<file path="config.mk">
export PLATFORM = sky130hd
export DESIGN_NAME = rxring_engine
export DESIGN_NICKNAME = d
export VERILOG_FILES = /design/src/rtl/rxring_pkg.sv /design/src/rtl/rxring_fifo.sv /design/src/rtl/rxring_index.sv /design/src/rtl/rxring_ctrl.sv /design/src/rtl/rxring_engine.sv
export SDC_FILE = /design/constraint.sdc
export NUM_CORES = 1
export LEC_CHECK = 0
export CAP_MARGIN = 20
export CORE_MARGIN = 2
export CORE_UTILIZATION = 59
export CTS_CLUSTER_SIZE = 25
export DETAILED_ROUTE_END_ITERATION = 16
export DONT_BUFFER_PORTS = 1
export PLACE_DENSITY = 0.79
export SYNTH_ARGS = -nofsm -noshare
export SYNTH_HDL_FRONTEND = slang
export SYNTH_SLANG_ARGS = --single-unit
</file>
<file path="constraint.sdc">
create_clock -name clk -period 3.3 [get_ports clk]
set_input_delay 0 -clock clk [delete_from_list [all_inputs] [get_ports clk]]
set_output_delay 0 -clock clk [all_outputs]
set_load 0.01 [all_outputs]
</file>
<file path="src/rtl/rxring_pkg.sv">
// Package: shared types and control-word bit positions for the receive ring engine.
// Assumes descriptors are eight bytes long and memory words are 16 bits wide.
package rxring_pkg;

    typedef enum logic [1:0] {
        TK_BYTE = 2'd0,
        TK_ERR  = 2'd1,
        TK_HUNT = 2'd2
    } tok_kind_e;

    typedef struct packed {
        tok_kind_e  kind;
        logic [7:0] data;
    } rx_tok_t;

    typedef enum logic [2:0] {
        S_IDLE,
        S_RD_ST,
        S_RD_PH,
        S_RD_PL,
        S_CAP_PL,
        S_WR_DAT,
        S_WR_LEN,
        S_WR_ST
    } eng_state_e;

    localparam int unsigned CW_OWN  = 15;
    localparam int unsigned CW_EXT  = 14;
    localparam int unsigned CW_LAST = 13;
    localparam int unsigned CW_IEN  = 12;
    localparam int unsigned CW_OVR  = 1;
    localparam int unsigned CW_ERR  = 0;

    localparam int unsigned OFS_LEN = 2;
    localparam int unsigned OFS_PHI = 4;
    localparam int unsigned OFS_PLO = 6;

endpackage

</file>
<file path="src/rtl/rxring_fifo.sv">
// Module: small in-order queue for receive tokens.
// A push into a full queue is dropped and reported on ovf for one cycle.
// Assumes DEPTH is a power of two.
module rxring_fifo #(
    parameter int unsigned WIDTH = 10,
    parameter int unsigned DEPTH = 4
) (
    input  logic             clk,
    input  logic             rst_n,
    input  logic             push,
    input  logic [WIDTH-1:0] din,
    input  logic             pop,
    output logic [WIDTH-1:0] head,
    output logic             empty,
    output logic             ovf
);
    localparam int unsigned PW = (DEPTH > 1) ? $clog2(DEPTH) : 1;

    logic [WIDTH-1:0] slots [DEPTH];
    logic [PW-1:0]    wr_ptr, rd_ptr;
    logic [PW:0]      fill;
    logic             full, do_push, do_pop;

    assign full    = (fill == (PW+1)'(DEPTH));
    assign empty   = (fill == '0);
    assign do_push = push && !full;
    assign do_pop  = pop && !empty;
    assign head    = slots[rd_ptr];

    // Store pushed tokens.
    always_ff @(posedge clk) begin
        if (do_push) slots[wr_ptr] <= din;
    end

    // Pointer, fill level and overflow bookkeeping.
    always_ff @(posedge clk) begin
        if (!rst_n) begin
            wr_ptr <= '0;
            rd_ptr <= '0;
            fill   <= '0;
            ovf    <= 1'b0;
        end else begin
            ovf <= push && full;
            if (do_push) wr_ptr <= wr_ptr + 1'b1;
            if (do_pop)  rd_ptr <= rd_ptr + 1'b1;
            case ({do_push, do_pop})
                2'b10:   fill <= fill + 1'b1;
                2'b01:   fill <= fill - 1'b1;
                default: fill <= fill;
            endcase
        end
    end
endmodule

</file>
<file path="src/rtl/rxring_index.sv">
// Module: ring position counter.
// Steps to the next descriptor on adv. Returns to 0 after a descriptor marked
// last, or after the final slot with a sticky configuration error.
module rxring_index #(
    parameter int unsigned NDESC = 8,
    localparam int unsigned IW   = (NDESC > 1) ? $clog2(NDESC) : 1
) (
    input  logic          clk,
    input  logic          rst_n,
    input  logic          adv,
    input  logic          last_flag,
    output logic [IW-1:0] idx,
    output logic          cfg_err
);
    localparam logic [IW-1:0] LAST_IDX = IW'(NDESC - 1);

    // Advance the ring position and latch the missing-marker error.
    always_ff @(posedge clk) begin
        if (!rst_n) begin
            idx     <= '0;
            cfg_err <= 1'b0;
        end else if (adv) begin
            if (last_flag) begin
                idx <= '0;
            end else if (idx == LAST_IDX) begin
                idx     <= '0;
                cfg_err <= 1'b1;
            end else begin
                idx <= idx + 1'b1;
            end
        end
    end
endmodule

</file>
<file path="src/rtl/rxring_ctrl.sv">
// Module: descriptor fetch, buffer fill and close sequencer.
// Consumes tokens from the queue and drives the memory port.
// Assumes read data returns one cycle after a read request and writes
// complete in the cycle they are issued.
module rxring_ctrl
    import rxring_pkg::*;
#(
    parameter int unsigned ADDR_W = 24,
    parameter int unsigned NDESC  = 8,
    localparam int unsigned IW    = (NDESC > 1) ? $clog2(NDESC) : 1
) (
    input  logic              clk,
    input  logic              rst_n,
    input  logic [ADDR_W-1:0] base_addr,
    input  logic [15:0]       max_len,
    input  logic              irq_mask,
    input  logic              tok_valid,
    input  rx_tok_t           tok,
    output logic              tok_pop,
    input  logic              ovf_drop,
    input  logic [IW-1:0]     idx,
    output logic              adv,
    output logic              last_flag,
    output logic              mem_req,
    output logic              mem_we,
    output logic [1:0]        mem_be,
    output logic [ADDR_W-1:0] mem_addr,
    output logic [15:0]       mem_wdata,
    input  logic [15:0]       mem_rdata,
    output logic              irq
);
    eng_state_e        state, nxt;
    logic [15:0]       ctl_word;
    logic [7:0]        ptr_hi;
    logic [23:0]       ptr;
    logic [15:0]       cnt;
    logic [7:0]        byte_q;
    logic              have_desc, ovr_pend, err_flag;
    logic [ADDR_W-1:0] desc_addr, byte_addr;
    logic [15:0]       close_word;
    logic              drop_now;

    assign desc_addr  = base_addr + ADDR_W'({idx, 3'b000});
    assign byte_addr  = ADDR_W'(ptr) + ADDR_W'(cnt);
    assign close_word = {1'b0, ctl_word[CW_EXT], ctl_word[CW_LAST], ctl_word[CW_IEN],
                         10'b0, ovr_pend, err_flag};
    assign last_flag  = ctl_word[CW_LAST];
    assign adv        = (state == S_WR_ST);
    assign drop_now   = (state == S_RD_PH) && !mem_rdata[CW_OWN];

    // Next state, token pop and memory port drive.
    always_comb begin
        nxt       = state;
        tok_pop   = 1'b0;
        mem_req   = 1'b0;
        mem_we    = 1'b0;
        mem_be    = 2'b11;
        mem_addr  = desc_addr;
        mem_wdata = 16'h0000;
        case (state)
            S_IDLE: begin
                if (tok_valid) begin
                    if (tok.kind != TK_BYTE && cnt == 16'd0) begin
                        tok_pop = 1'b1;
                    end else if (!have_desc) begin
                        nxt = S_RD_ST;
                    end else begin
                        tok_pop = 1'b1;
                        nxt     = (tok.kind == TK_BYTE) ? S_WR_DAT : S_WR_LEN;
                    end
                end
            end
            S_RD_ST: begin
                mem_req = 1'b1;
                nxt     = S_RD_PH;
            end
            S_RD_PH: begin
                if (mem_rdata[CW_OWN]) begin
                    mem_req  = 1'b1;
                    mem_addr = desc_addr + ADDR_W'(OFS_PHI);
                    nxt      = S_RD_PL;
                end else begin
                    tok_pop = 1'b1;
                    nxt     = S_IDLE;
                end
            end
            S_RD_PL: begin
                mem_req  = 1'b1;
                mem_addr = desc_addr + ADDR_W'(OFS_PLO);
                nxt      = S_CAP_PL;
            end
            S_CAP_PL: begin
                nxt = S_IDLE;
            end
            S_WR_DAT: begin
                mem_req   = 1'b1;
                mem_we    = 1'b1;
                mem_addr  = byte_addr;
                mem_be    = byte_addr[0] ? 2'b01 : 2'b10;
                mem_wdata = {byte_q, byte_q};
                nxt       = (cnt + 16'd1 == max_len) ? S_WR_LEN : S_IDLE;
            end
            S_WR_LEN: begin
                mem_req   = 1'b1;
                mem_we    = 1'b1;
                mem_addr  = desc_addr + ADDR_W'(OFS_LEN);
                mem_wdata = cnt;
                nxt       = S_WR_ST;
            end
            S_WR_ST: begin
                mem_req   = 1'b1;
                mem_we    = 1'b1;
                mem_wdata = close_word;
                nxt       = S_IDLE;
            end
            default: nxt = S_IDLE;
        endcase
    end

    // State register.
    always_ff @(posedge clk) begin
        if (!rst_n) state <= S_IDLE;
        else        state <= nxt;
    end

    // Descriptor fields, fill count and close flags.
    always_ff @(posedge clk) begin
        if (!rst_n) begin
            ctl_word  <= '0;
            ptr_hi    <= '0;
            ptr       <= '0;
            cnt       <= '0;
            byte_q    <= '0;
            have_desc <= 1'b0;
            err_flag  <= 1'b0;
        end else begin
            case (state)
                S_IDLE: begin
                    if (tok_pop && have_desc && !(tok.kind != TK_BYTE && cnt == 16'd0)) begin
                        byte_q   <= tok.data;
                        err_flag <= (tok.kind == TK_ERR);
                    end
                end
                S_RD_PH:  ctl_word <= mem_rdata;
                S_RD_PL:  ptr_hi   <= mem_rdata[7:0];
                S_CAP_PL: begin
                    ptr       <= {ptr_hi, mem_rdata};
                    have_desc <= 1'b1;
                end
                S_WR_DAT: cnt <= cnt + 16'd1;
                S_WR_ST: begin
                    cnt       <= '0;
                    have_desc <= 1'b0;
                    err_flag  <= 1'b0;
                end
                default: ;
            endcase
        end
    end

    // Overrun flag: set by any dropped byte, cleared by the close that reports it.
    always_ff @(posedge clk) begin
        if (!rst_n)                     ovr_pend <= 1'b0;
        else if (ovf_drop || drop_now)  ovr_pend <= 1'b1;
        else if (state == S_WR_ST)      ovr_pend <= 1'b0;
    end

    // Interrupt pulse on close.
    always_ff @(posedge clk) begin
        if (!rst_n) irq <= 1'b0;
        else        irq <= (state == S_WR_ST) && ctl_word[CW_IEN] && !irq_mask;
    end
endmodule

</file>
<file path="src/rtl/rxring_engine.sv">
// Module: top of the receive buffer descriptor ring engine.
// Packs receive strobes into ordered tokens, queues them and hands them to the
// sequencer, which walks the descriptor ring. A hunt pulse takes priority over
// a byte presented in the same cycle.
module rxring_engine
    import rxring_pkg::*;
#(
    parameter int unsigned ADDR_W  = 24,
    parameter int unsigned NDESC   = 8,
    parameter int unsigned Q_DEPTH = 4
) (
    input  logic              clk,
    input  logic              rst_n,
    input  logic [ADDR_W-1:0] base_addr,
    input  logic [15:0]       max_len,
    input  logic              irq_mask,
    input  logic              rx_valid,
    input  logic [7:0]        rx_data,
    input  logic              rx_err,
    input  logic              hunt_cmd,
    output logic              mem_req,
    output logic              mem_we,
    output logic [1:0]        mem_be,
    output logic [ADDR_W-1:0] mem_addr,
    output logic [15:0]       mem_wdata,
    input  logic [15:0]       mem_rdata,
    output logic              irq,
    output logic              cfg_err
);
    localparam int unsigned IW    = (NDESC > 1) ? $clog2(NDESC) : 1;
    localparam int unsigned TOK_W = $bits(rx_tok_t);

    rx_tok_t       in_tok, head_tok;
    logic          q_empty, q_pop, q_ovf;
    logic [IW-1:0] idx;
    logic          adv, last_flag;

    // Build the token for this cycle's receive event.
    always_comb begin
        in_tok.data = rx_data;
        if (hunt_cmd)    in_tok.kind = TK_HUNT;
        else if (rx_err) in_tok.kind = TK_ERR;
        else             in_tok.kind = TK_BYTE;
    end

    rxring_fifo #(.WIDTH(TOK_W), .DEPTH(Q_DEPTH)) u_q (
        .clk   (clk),
        .rst_n (rst_n),
        .push  (rx_valid || hunt_cmd),
        .din   (in_tok),
        .pop   (q_pop),
        .head  (head_tok),
        .empty (q_empty),
        .ovf   (q_ovf)
    );

    rxring_index #(.NDESC(NDESC)) u_idx (
        .clk       (clk),
        .rst_n     (rst_n),
        .adv       (adv),
        .last_flag (last_flag),
        .idx       (idx),
        .cfg_err   (cfg_err)
    );

    rxring_ctrl #(.ADDR_W(ADDR_W), .NDESC(NDESC)) u_ctrl (
        .clk       (clk),
        .rst_n     (rst_n),
        .base_addr (base_addr),
        .max_len   (max_len),
        .irq_mask  (irq_mask),
        .tok_valid (!q_empty),
        .tok       (head_tok),
        .tok_pop   (q_pop),
        .ovf_drop  (q_ovf),
        .idx       (idx),
        .adv       (adv),
        .last_flag (last_flag),
        .mem_req   (mem_req),
        .mem_we    (mem_we),
        .mem_be    (mem_be),
        .mem_addr  (mem_addr),
        .mem_wdata (mem_wdata),
        .mem_rdata (mem_rdata),
        .irq       (irq)
    );
endmodule

</file>
Word-level counts from Yosys, hierarchy flattened. Memory sizes are Yosys's and may differ from the RTL's. A register that Yosys moved wholly into a read port is not among the register bits. Index checks and enable logic that the tools add are counted.

Flip-flop bits (word level): 90. Bits in writable memories: 40. Input bits: 70. Output and inout port bits: 46. Logic and storage cells: 113. Memories: 1.

$add $sub $neg: 11. Equal/unequal tests: 16. Multiplexer cells: 35. Bitwise logic cells: 1. Reductions and logical operators: 33.

Memories: u_q.slots (depth 4, width 10, read ports 1, clocked after Yosys merged registers in 1, wr ports 1, RTL line rxring_fifo.sv:19) `logic [WIDTH-1:0] slots [DEPTH];`.

Operator list (count): case mux 24 bit (4 select lines) (1); adder 24 x 3 -> 24 bit (second input constant) (2); case mux 16 bit (3 select lines) (1); case mux 16 bit (2 select lines) (1); adder 24 x 16 -> 24 bit (1); adder 24 x 2 -> 24 bit (second input constant) (1); adder 24 x 6 -> 24 bit (1); 2-to-1 mux 24 bit (1); case mux 3 bit (7 select lines) (1); equality test 3 bit (second input constant) (6); 2-to-1 mux 3 bit (6); adder 16 x 1 -> 16 bit (second input constant) (1); equality test 16 bit (1); zero test 16 bit (1); 2-to-1 mux 2 bit (7); 2-to-1 mux 1 bit (12); nonzero test 2 bit (6); logical AND 1 bit (9); case mux 1 bit (2 select lines) (4); adder 3 x 1 -> 3 bit (second input constant) (2); equality test 3 x 2 -> 1 bit (second input constant) (2); zero test 3 bit (2); case mux 3 bit (2 select lines) (1); AND reduction 2 bit (3); other kinds (15) (23).

Depth between registers and ports, before layout. Gate-level depths: netlist of the first run.

Depth in word-level cells: 9. Depth in mapped cells: 14. Depth with buffers taken out: 12.

By module. From an unflattened synthesis of the first run, not the netlist that was laid out.

Cell total of the unflattened synthesis: 1003. Area, all modules: 8508.2 sq um.

Modules (own cells, without submodules): rxring_ctrl (times used 1, cells an instance 874, area each 6352.3 sq um, sequential area each 1321.3 sq um); rxring_fifo (times used 1, cells an instance 107, area each 1953.1 sq um, sequential area each 1401.3 sq um); rxring_index (times used 1, cells an instance 19, area each 183.9 sq um, sequential area each 80.1 sq um); rxring_engine (times used 1, cells an instance 3, area each 18.8 sq um, sequential area each 0.0 sq um).

Worst setup path after synthesis of the first run. Ideal clock, no wire load.

Path type: reg-to-output. From: register u_idx.idx[0]. To: output port mem_addr[19]. Arrival: 3.439 ns. Data required time: 3.300 ns. Path slack: -0.139 ns. Cell stages (with the launch flop): 14. Path buffers: 1. Cell sequence: dfxtp_1 > ha_1 > inv_1 > fa_1 > and2b_2 > nor3_1 > or4b_4 > and2_4 > or3_1 > buf_6 > o21ai_2 > a21oi_1 > or4_1 > a32o_1.

Word-level cells in the longest chain between the ends: 4. Elaborated cells on any way between the ends: 6. Those cells by class: add/sub (4); mux (2).

Ends and longest elaborated chain: start: declaration (RTL line rxring_index.sv:12) `output logic [IW-1:0] idx,`; start signal: assignment (RTL line rxring_index.sv:29) `idx <= idx + 1'b1;`; adder 24 x 6 -> 24 bit * (RTL line rxring_ctrl.sv:43) `assign desc_addr = base_addr + ADDR_W'({idx, 3'b000});`; adder 24 x 3 -> 24 bit (RTL line rxring_ctrl.sv:80) `mem_addr = desc_addr + ADDR_W'(OFS_PHI);`; 2-to-1 mux 24 bit (RTL line rxring_ctrl.sv:78) `if (mem_rdata[CW_OWN]) begin`; case mux 24 bit (4 select lines) * (RTL line rxring_ctrl.sv:60) `case (state)`; end: declaration (RTL line rxring_engine.sv:24) `output logic [ADDR_W-1:0] mem_addr,`.

Every way passes the cells marked *; elsewhere a longest branch is shown, timed or not.

Worst setup path in the final report of the first run.
From: register u_idx.idx[0]. To: output port mem_addr[20].

The elaborated chain is that of the path after synthesis.

==> results of run 1 <==
==> sequential cells by signal (all words and copies together), names as in the netlist, named ones only <==
register,count
u_q.wr_ptr,2
u_q.slots,40
u_ctrl.ptr,24
u_ctrl.state,3
u_ctrl.byte_q,8
u_ctrl.ovr_pend,1
u_q.rd_ptr,2
u_ctrl.err_flag,1
u_ctrl.irq,1
u_ctrl.have_desc,1
u_q.fill,3
u_q.ovf,1
u_ctrl.ptr_hi,8
u_idx.idx,3
u_idx.cfg_err,1
u_ctrl.cnt,16
u_ctrl.ctl_word,3
==> through the flow <==
stage / hold WS [ns] / setup TNS [ns]
finish: 0.0719 / -1.96
global placement: 0.0817 / 0
floorplan: 0.0766 / 0
detailed placement: 0.0839 / -0.00854
global route: 0.0853 / -3.44
CTS: 0.00790 / -2.06
==> worst register-to-register path, delay by kind of cell (launching register included) <==
family,cells,cell delay (ns)
buffers and inverters,1,0.17
AND/OR/NAND/NOR,7,1.79
flip-flops,1,0.36
adder cells (fa/ha/maj),1,0.27
XOR/XNOR,1,0.18
AO/OA/AOI/OAI,1,0.24
==> final timing paths <==
kind / from / end / slack (ns) / cells past startpoint
setup / recovery: u_idx.idx[0]$_SDFFE_PN0P_ / mem_addr[20] / -0.29 / 15
hold / removal: max_len[7] / u_ctrl.state[1]$_SDFFE_PN0P_ / 0.07 / 5
setup reg to reg: u_ctrl.cnt[0]$_SDFFE_PN0P_ / u_ctrl.state[1]$_SDFFE_PN0P_ / 0.20 / 11
hold reg to reg: u_ctrl.ptr_hi[4]$_SDFFE_PN0P_ / u_ctrl.ptr[20]$_SDFFE_PN0N_ / 0.46 / 2
==> area by class of cell <==
| class | count | area [sq um] | area share (%) |
|---|---|---|---|
| repair buffers | 125 | 1060 | 10.0 |
| multi-input cells | 824 | 5770 | 54.5 |
| diodes | 2 | 5.00 | 0.0473 |
| flip-flops and latches | 120 | 2810 | 26.5 |
| inverters | 28 | 105 | 0.994 |
| well taps | 184 | 230 | 2.18 |
| clock inverters | 15 | 179 | 1.69 |
| clock buffers | 17 | 425 | 4.02 |
==> layer usage <==
layer / part of all wire (%) / GRT usage (%)
met1: 37 / 45.3
met2: 47 / 63.2
met3: 10 / 9.73
met4: 6.0 / 22.4
met5: 0 / 0
==> cell families (layout without fill, tap and decap cells) <==
kind of cell	Yosys count	after routing	synth area share, %
simple gates	414	414	23.9
compound gates	265	265	20.5
flops	120	120	32.1
buf+inv	88	185	5.27
xor+xnor	83	83	8.32
fa+ha+maj	35	35	5.33
mux	27	27	4.58
other cells	0	2	0
==> synthesized netlist by cell type, types with 13 or more instances <==
cell	n	area share, %
xnor2_1	46	4.6
a21boi_0	43	3.7
o21ai_0	55	3.2
nor3_1	21	1.2
mux2i_1	13	1.5
edfxtp_1	40	14
nand2_1	154	6.6
xor2_1	37	3.7
and2_1	24	1.7
clkbuf_1	42	1.8
dfxtp_1	80	18
inv_1	27	1.2
a21oi_1	50	2.9
nand3_1	32	1.8
ha_1	30	4.3
nor2_1	58	2.5
nor4_1	16	1.1
a31oi_1	14	1.0
nor2b_1	25	1.8
==> report_power, final <==
group          internal [mW]  total, mW  switching, mW  leakage [nW]
Sequential              1.71       1.81         0.0950          1.02
Combinational          0.475       1.18          0.700          2.59
Clock                   1.09       1.91          0.827         0.295
==> repair_timing <==
item / CTS / global route
pin swaps: 44 / 17
gates resized for setup: 43 / 33
hold buffers: 33 / 0
gates cloned: 0 / 0
hold endpoints to repair: 120 / 0
setup endpoints to repair: 14 / 20
setup buffers: 23 / 2
==> impl_metrics.py, run 1 <==
metrics = {
    "setup_path": {
        "crit_slowest_cell": "a221oi_2",
        "required_ns": 3.30,
        "crit_buf_inv": 4,
        "start_kind": "flop",
        "path_class": "reg2out",
        "max_stage_delay_ns": 0.37,
        "critPathArrivalTime_ns": 3.59,
        "cp_top_family": "simple AND/OR/NAND/NOR gates",
        "crit_chain": "ha_4 > inv_2 > fa_2 > buf_6 > nand2b_4 > nor4b_2 > o211ai_1 > a221oi_2 > nand4b_1 > nor4b_2 > buf_4 > a21oi_2 > nor4_2 > a211oi_2 > buf_4",
        "setup.worst_path.end_class": "output pin",
        "worstPathMaxFanout": 6,
    },
    "logic_synthesis": {
        "ys.flop_type": "dfxtp_1",
        "syn_nets": 1136,
        "ys_seq_area_share_pct": 32.1,
        "netlist_area_sq_mm": 0.00873,
        "synth-edff-count": 40,
        "ys_seq_elements": 120,
        "synth_warnings": 0,
        "synth-async-reset-ratio_pct": 0,
        "avgSynthCellArea_sq_um": 8.46,
        "netlist_instances": 1032,
        "synth_cell_types": 84,
    },
    "pwr": {
        "p_per_area_mw_per_mm2": 463,
        "peakVddDrop_uv": 653,
        "leakage_nw": 3.91,
        "fin_total_pwr_mw": 4.89,
    },
    "finish": {
        "instances_no_fill": 1315,
        "fillers": 1018,
        "final_cell_area_sq_mm": 0.0106,
        "layout.cells.most_common": "nand2_1",
        "drive_gt1_share_pct": 19.4,
        "layout_common_cells": "nand2_1 (152), buf_4 (87), dfxtp_1 (78), nor2_1 (55)",
        "area_delta_synth_final_pct": 21.1,
        "nets": 1220,
        "utilization_pct": 73.0,
    },
    "clock_tree": {
        "cts_buffers": 17,
        "path_clk_slew_ns": 0.06,
        "cts-root-buf": "clkbuf_16",
        "cts_num_sinks": 120,
        "clk_latency_ns": 0.44,
        "clockBufferDepth": 2,
        "cts_tree": "done",
        "h-tree-depth": 4,
    },
    "routing": {
        "wl_per_cell_um": 23.2,
        "vias": 8817,
        "routed_wl_um": 30600,
        "drc_errors": 0,
        "drt_iter0_drc": 1080,
        "ant_nets": 0,
        "first_pass_iters": 6,
        "via_per_inst": 6.70,
    },
    "timing": {
        "drv_slew": 0,
        "hold_viol_final": 0,
        "max_freq_mhz": 279,
        "fin_ws_ns": -0.287,
        "setup-violations-final": 11,
        "slew-limit-headroom_pct": 57.5,
        "rsz0062_at_grt": "yes",
        "worst_pin_slew_ns": 0.637,
        "fin_skew_ns": 0.0126,
        "period_share_pct": 109,
        "min_period_ns": 3.59,
    },
    "grt": {
        "grt-ovfl-total": 0,
        "grt_antenna_before_repair": 1,
        "grt_pass1_vias": 8612,
        "grt_pass1_wl_um": 47200,
        "grt_max_degree": 78,
        "track_usage_pct": 38.3,
    },
    "outcome": {
        "status": "finished with violations",
        "violations": "setup timing",
    },
    "place": {
        "dpl.cell_count": 1223,
        "post-place-ws_ns": -0.00854,
        "place_area_sq_mm": 0.00913,
        "io_buffers": 0,
        "place_congestion": 0.985,
        "dp_hpwl_um": 19500,
    },
    "floorplanning": {
        "initial_core_util_pct": 60.3,
        "die_w_um": 126,
        "fp-row-count": 44,
        "fp.dieH_um": 126,
        "core_sq_mm": 0.0145,
        "dieArea_sq_mm": 0.0158,
        "io_pins": 116,
    },
    "run": {
        "maxCapViolations": 0,
    },
    "worst_hold_path": {
        "hp-class": "in2reg",
    },
}
Note: power is estimated with default switching activity, not from simulation.
==> inputs of run 2 (changes only) <==
--- a/config.mk
+++ b/config.mk
@@ -6,6 +6,7 @@
 export NUM_CORES = 1
 export LEC_CHECK = 0
 export CAP_MARGIN = 20
+export CORE_ASPECT_RATIO = 1.75
 export CORE_MARGIN = 2
 export CORE_UTILIZATION = 59
 export CTS_CLUSTER_SIZE = 25
==> impl_metrics.py, run 2 (synthesized netlist as in run 1, its figures left out) <==
metrics = {
    "grt": {
        "grt_pass1_wl_um": 47200,
        "grt-ovfl-total": 0,
        "grt_antenna_before_repair": 1,
        "grt_pass1_vias": 8619,
        "track_usage_pct": 40.7,
        "grt_max_degree": 78,
    },
    "setup_path": {
        "max_stage_delay_ns": 0.33,
        "cp_top_family": "simple AND/OR/NAND/NOR gates",
        "start_kind": "flop",
        "setup.worst_path.end_class": "output pin",
        "crit_chain": "ha_4 > inv_2 > fa_2 > and2b_2 > buf_6 > nor3_1 > a21oi_1 > a221oi_2 > buf_4 > nand4b_1 > nor4b_2 > buf_4 > a21oi_2 > nor4_1 > a211oi_1 > buf_4",
        "required_ns": 3.30,
        "path_class": "reg2out",
        "crit_slowest_cell": "dfxtp_2",
        "crit_path_frequent_cell": "buf_4",
        "worstPathMaxFanout": 4,
        "critPathArrivalTime_ns": 3.61,
        "crit_buf_inv": 5,
    },
    "routing": {
        "route.met2.wl_um": 15700,
        "first_pass_iters": 5,
        "wl_per_cell_um": 24.1,
        "drt-met1-wl_um": 9440,
        "via_per_inst": 6.75,
        "dr_wl_met3_um": 3010,
        "vias": 8844,
        "top_layer": "met4",
        "drc_errors": 0,
        "routed_wl_um": 31600,
        "drt_iter0_drc": 852,
        "ant_nets": 0,
    },
    "pwr": {
        "peakVddDrop_uv": 622,
        "p_per_area_mw_per_mm2": 439,
        "leakage_nw": 3.88,
        "fin_total_pwr_mw": 4.62,
    },
    "floorplanning": {
        "core_sq_mm": 0.0144,
        "initial_core_util_pct": 60.5,
        "io_pins": 116,
        "fp.dieH_um": 165,
        "dieArea_sq_mm": 0.0158,
        "fp-row-count": 58,
        "die_w_um": 96.0,
    },
    "timing": {
        "max_freq_mhz": 277,
        "holdWs_ns": 0.0597,
        "setup-violations-final": 10,
        "finalSetupTns_ns": -1.81,
        "rsz0062_at_grt": "yes",
        "min_period_ns": 3.61,
        "slew-limit-headroom_pct": 34.1,
        "hold_viol_final": 0,
        "period_share_pct": 109,
        "fin_ws_ns": -0.313,
        "drv_slew": 0,
        "fin_skew_ns": 0.0124,
        "worst_pin_slew_ns": 0.985,
    },
    "clock_tree": {
        "h-tree-depth": 4,
        "path_clk_slew_ns": 0.06,
        "clk_latency_ns": 0.42,
        "cts_num_sinks": 120,
        "cts_tree": "done",
        "clockBufferDepth": 2,
        "cts-root-buf": "clkbuf_16",
        "cts_buffers": 17,
    },
    "outcome": {
        "violations": "setup timing",
        "status": "finished with violations",
    },
    "place": {
        "place_congestion": 0.980,
        "dpl.cell_count": 1226,
        "place_area_sq_mm": 0.00918,
        "dp_hpwl_um": 22000,
        "io_buffers": 0,
    },
    "finish": {
        "nets": 1219,
        "fillers": 1088,
        "final_cell_area_sq_mm": 0.0105,
        "instances_no_fill": 1310,
        "layout.cells.most_common": "nand2_1",
        "area_delta_synth_final_pct": 20.3,
        "largest_reg_flops": 40,
        "top_regs": "u_q.slots x40, u_ctrl.ptr x24, u_ctrl.cnt x16",
        "drive_gt1_share_pct": 19.2,
        "largest-register": "u_q.slots",
        "layout_common_cells": "nand2_1 (154), buf_4 (84), dfxtp_1 (77), nor2_1 (56), o21ai_0 (45)",
    },
    "run": {
        "maxCapViolations": 0,
    },
    "worst_hold_path": {
        "hp-class": "in2reg",
    },
}
run 2: changes by cell type in the layout (fill, tap and decap cells not counted), sizes merged:
cell / previous run / this run
bufinv: 1 / 0
clkinv: 4 / 9
clkbuf: 17 / 19
inv: 37 / 29
buf: 93 / 91
dlygate4sd3: 32 / 33
clkinvlp: 1 / 3
run 2: repair_timing:
action,in CTS,in global routing
resized for setup,25,49
hold buffers,34,0
hold endpoints to repair,120,0
pin swaps,17,29
buffers inserted,5,11
setup endpoints to repair,13,17
run 2: final timing paths:
kind / startpoint / to / slack (ns) / depth (start not counted)
min: hunt_cmd / u_q.wr_ptr[1]$_SDFFE_PN0P_ / 0.06 / 3
min reg2reg: u_ctrl.ptr_hi[1]$_SDFFE_PN0P_ / u_ctrl.ptr_hi[1]$_SDFFE_PN0P_ / 0.46 / 2
max: u_idx.idx[0]$_SDFFE_PN0P_ / mem_addr[20] / -0.31 / 16
max reg2reg: u_ctrl.cnt[2]$_SDFFE_PN0P_ / u_ctrl.state[1]$_SDFFE_PN0P_ / 0.15 / 10
run 2: layout make-up:
| cell class | instances | area (sq um) | area share [%] |
|---|---|---|---|
| Timing Repair Buffer | 124 | 1070 | 10.2 |
| Clock buffer | 19 | 433 | 4.12 |
| Clock inverter | 13 | 83.8 | 0.798 |
| Sequential cell | 120 | 2810 | 26.7 |
| Multi-Input combinational cell | 824 | 5780 | 55.0 |
| Tap cell | 180 | 225 | 2.14 |
| Inverter | 28 | 109 | 1.04 |
| Antenna cell | 2 | 5.00 | 0.0476 |
run 2: worst min-delay path: stages:
cell and delay (ns):
o21a_1 0.23, mux2i_1 0.11, nor2b_1 0.10
run 2: per-stage QoR:
stage          util [%]  worst slack, ns
2_1_floorplan         -           0.0346
3_3_place_gp       63.6           0.0171
3_5_place_dp       63.6          -0.0237
4_1_cts            70.5           -0.331
5_1_grt            72.8           -0.530
6_report           72.8           -0.313
run 2: metal layers:
| metal | up-vias | GRT usage [%] |
|---|---|---|
| met1 | 4157 | 36.1 |
| met3 | 229 | 15.1 |
| met4 | 0 | 39.4 |
| li1 | 3903 | - |
| met2 | 555 | 67.9 |
| met5 | - | 0 |
run 2: report_power, final:
group	leakage (nW)	internal, mW	total (mW)	switching (mW)
logic	2.60	0.482	1.17	0.690
clock network	0.257	0.952	1.65	0.700
registers	1.02	1.71	1.79	0.0795
==> inputs of run 3 (changes only) <==
--- a/config.mk
+++ b/config.mk
@@ -13,6 +13,7 @@
 export DETAILED_ROUTE_END_ITERATION = 16
 export DONT_BUFFER_PORTS = 1
 export PLACE_DENSITY = 0.79
+export SKIP_LAST_GASP = 1
 export SYNTH_ARGS = -nofsm -noshare
 export SYNTH_HDL_FRONTEND = slang
 export SYNTH_SLANG_ARGS = --single-unit
==> impl_metrics.py, run 3 (synthesized netlist as in run 1, its figures left out) <==
metrics = {
    "setup_path": {
        "rr_worst_depth": 10,
        "ff2ff_setup_slack_ns": 0.13,
        "max_stage_delay_ns": 0.48,
        "required_ns": 3.30,
        "path_class": "reg2out",
        "start_kind": "flop",
        "setup.worst_path.end_class": "output pin",
        "cp_top_family": "simple AND/OR/NAND/NOR gates",
        "worstReg2RegEnd": "u_ctrl.state[1]$_SDFFE_PN0P_",
        "crit_buf_inv": 3,
        "critPathArrivalTime_ns": 3.58,
        "worstPathMaxFanout": 8,
        "timing.rr.start": "u_ctrl.cnt[2]$_SDFFE_PN0P_",
        "crit_slowest_cell": "or4b_4",
        "crit_chain": "ha_4 > inv_2 > fa_2 > and2b_2 > nor3_2 > or4b_4 > and2_4 > or3_4 > buf_8 > o32a_1 > o31ai_1 > a21oi_1 > o21ai_1 > buf_4",
    },
    "outcome": {
        "status": "finished with violations",
        "violations": "setup timing",
    },
    "pwr": {
        "peakVddDrop_uv": 620,
        "seqPwrFrac_pct": 38.8,
        "p_comb_share_pct": 25.4,
        "leakage_nw": 3.87,
        "p_per_area_mw_per_mm2": 440,
        "p_clk_share_pct": 35.8,
        "switching_power_mw": 1.47,
        "swShare_pct": 31.8,
        "internal-power_mw": 3.15,
    },
    "timing": {
        "max_freq_mhz": 279,
        "worst_pin_slew_ns": 0.979,
        "period_share_pct": 109,
        "holdWs_ns": 0.0688,
        "fin_ws_ns": -0.283,
        "fin_skew_ns": 0.0151,
        "setup-violations-final": 10,
        "drv_slew": 0,
        "rsz0062_at_grt": "yes",
        "slew-limit-headroom_pct": 34.5,
        "finalSetupTns_ns": -1.86,
        "min_period_ns": 3.58,
        "hold_viol_final": 0,
    },
    "grt": {
        "grt_pass1_vias": 8587,
        "grt_antenna_before_repair": 0,
        "grt-ovfl-total": 0,
        "track_usage_pct": 40.6,
        "grt_max_degree": 78,
        "grt_pass1_wl_um": 47000,
    },
    "finish": {
        "layout.cells.most_common": "nand2_1",
        "nets": 1217,
        "utilization_pct": 72.6,
        "top_regs": "u_q.slots x40, u_ctrl.ptr x24, u_ctrl.cnt x16",
        "fillers": 1081,
        "num_antenna_cells": 0,
        "largest_reg_flops": 40,
        "largest-register": "u_q.slots",
        "layout_common_cells": "nand2_1 (154), buf_4 (85), dfxtp_1 (77), nor2_1 (55), a21oi_1 (45)",
        "area_delta_synth_final_pct": 20.0,
        "drive_gt1_share_pct": 19.2,
    },
    "clock_tree": {
        "cts_buffers": 17,
        "cts_num_sinks": 120,
        "clk_latency_ns": 0.42,
        "path_clk_slew_ns": 0.06,
        "h-tree-depth": 4,
        "cts_tree": "done",
        "clockBufferDepth": 2,
        "cts-root-buf": "clkbuf_16",
    },
    "floorplanning": {
        "dieArea_sq_mm": 0.0158,
        "fp-row-count": 58,
        "core_sq_mm": 0.0144,
        "initial_core_util_pct": 60.5,
        "io_pins": 116,
        "fp.dieH_um": 165,
        "die_w_um": 96.0,
    },
    "place": {
        "post-place-ws_ns": -0.0237,
        "place_congestion": 0.980,
        "io_buffers": 0,
        "dp_hpwl_um": 22000,
    },
    "worst_hold_path": {
        "min-delay-start": "hunt_cmd",
        "hold_path_end": "u_q.wr_ptr[1]$_SDFFE_PN0P_",
        "min_path_cells": 3,
        "hp-class": "in2reg",
    },
    "routing": {
        "vias": 8708,
        "ant_nets": 0,
        "drt_iter0_drc": 779,
        "first_pass_iters": 6,
        "via_per_inst": 6.67,
        "routed_wl_um": 31800,
        "wl_per_cell_um": 24.3,
        "drc_errors": 0,
    },
    "run": {
        "maxCapViolations": 0,
    },
}
## run 3: cell type report
cell class | instances | area (sq um) | area share, %
tap | 180 | 225 | 2.15
timing repair buffer | 122 | 1030 | 9.86
inverter | 28 | 109 | 1.04
multi-input combinational | 824 | 5790 | 55.3
clock buffer | 19 | 433 | 4.13
clock inverter | 13 | 83.8 | 0.800
sequential | 120 | 2810 | 26.8
## run 3: worst max path at each step
stage | startpoint | endpoint | cells after the start
2_1_floorplan | u_idx.idx[0]$_SDFFE_PN0P_ | mem_addr[19] | 13
3_3_place_gp | u_idx.idx[0]$_SDFFE_PN0P_ | mem_addr[19] | 12
3_5_place_dp | u_idx.idx[0]$_SDFFE_PN0P_ | mem_addr[19] | 12
4_1_cts | u_idx.idx[0]$_SDFFE_PN0P_ | mem_addr[19] | 12
5_1_grt | u_idx.idx[0]$_SDFFE_PN0P_ | mem_addr[20] | 16
6_report | u_idx.idx[0]$_SDFFE_PN0P_ | mem_addr[17] | 14
## run 3: what timing repair did
item / 4_1_cts / 5_1_grt
gates resized for setup: 24 / 52
setup buffers: 5 / 10
endpoints found under the setup margin: 13 / 18
hold buffers: 34 / 0
hold endpoints to repair: 120 / 0
pin swaps: 17 / 26
## run 3: per-layer routing
layer | vias to the layer above | wire length, um | track usage [%]
met2 | 504 | 16000 | 68.3
met3 | 204 | 2810 | 15.8
met5 | - | 0 | 0
met4 | 0 | 3210 | 38.2
met1 | 4107 | 9760 | 35.5
li1 | 3893 | - | -
## run 3: power by group through the flow
stage / clock network (mW) / logic [mW] / registers [mW]
after floorplan: 0 / 0.785 / 1.79
after global placement: 0 / 0.993 / 1.80
after detailed placement: 0 / 1.02 / 1.81
after CTS: 1.66 / 1.10 / 1.79
after global routing: 1.71 / 1.26 / 1.80
final: 1.65 / 1.17 / 1.79
## run 3: worst register-to-register path: cells and delay by family (launching register included)
kind            cells  cell delay [ns]
xor+xnor            2             0.54
compound gates      1             0.19
flops               1             0.36
simple gates        5             1.29
buf+inv             2             0.74
## run 3: stage by stage
step,std cells,instance area [sq um],power (mW)
after floorplan,1032,8770,2.57
after global placement,1226,9180,2.80
after detailed placement,1226,9180,2.83
after CTS,1297,10200,4.54
after global routing,1306,10500,4.78
final,1306,10500,4.61
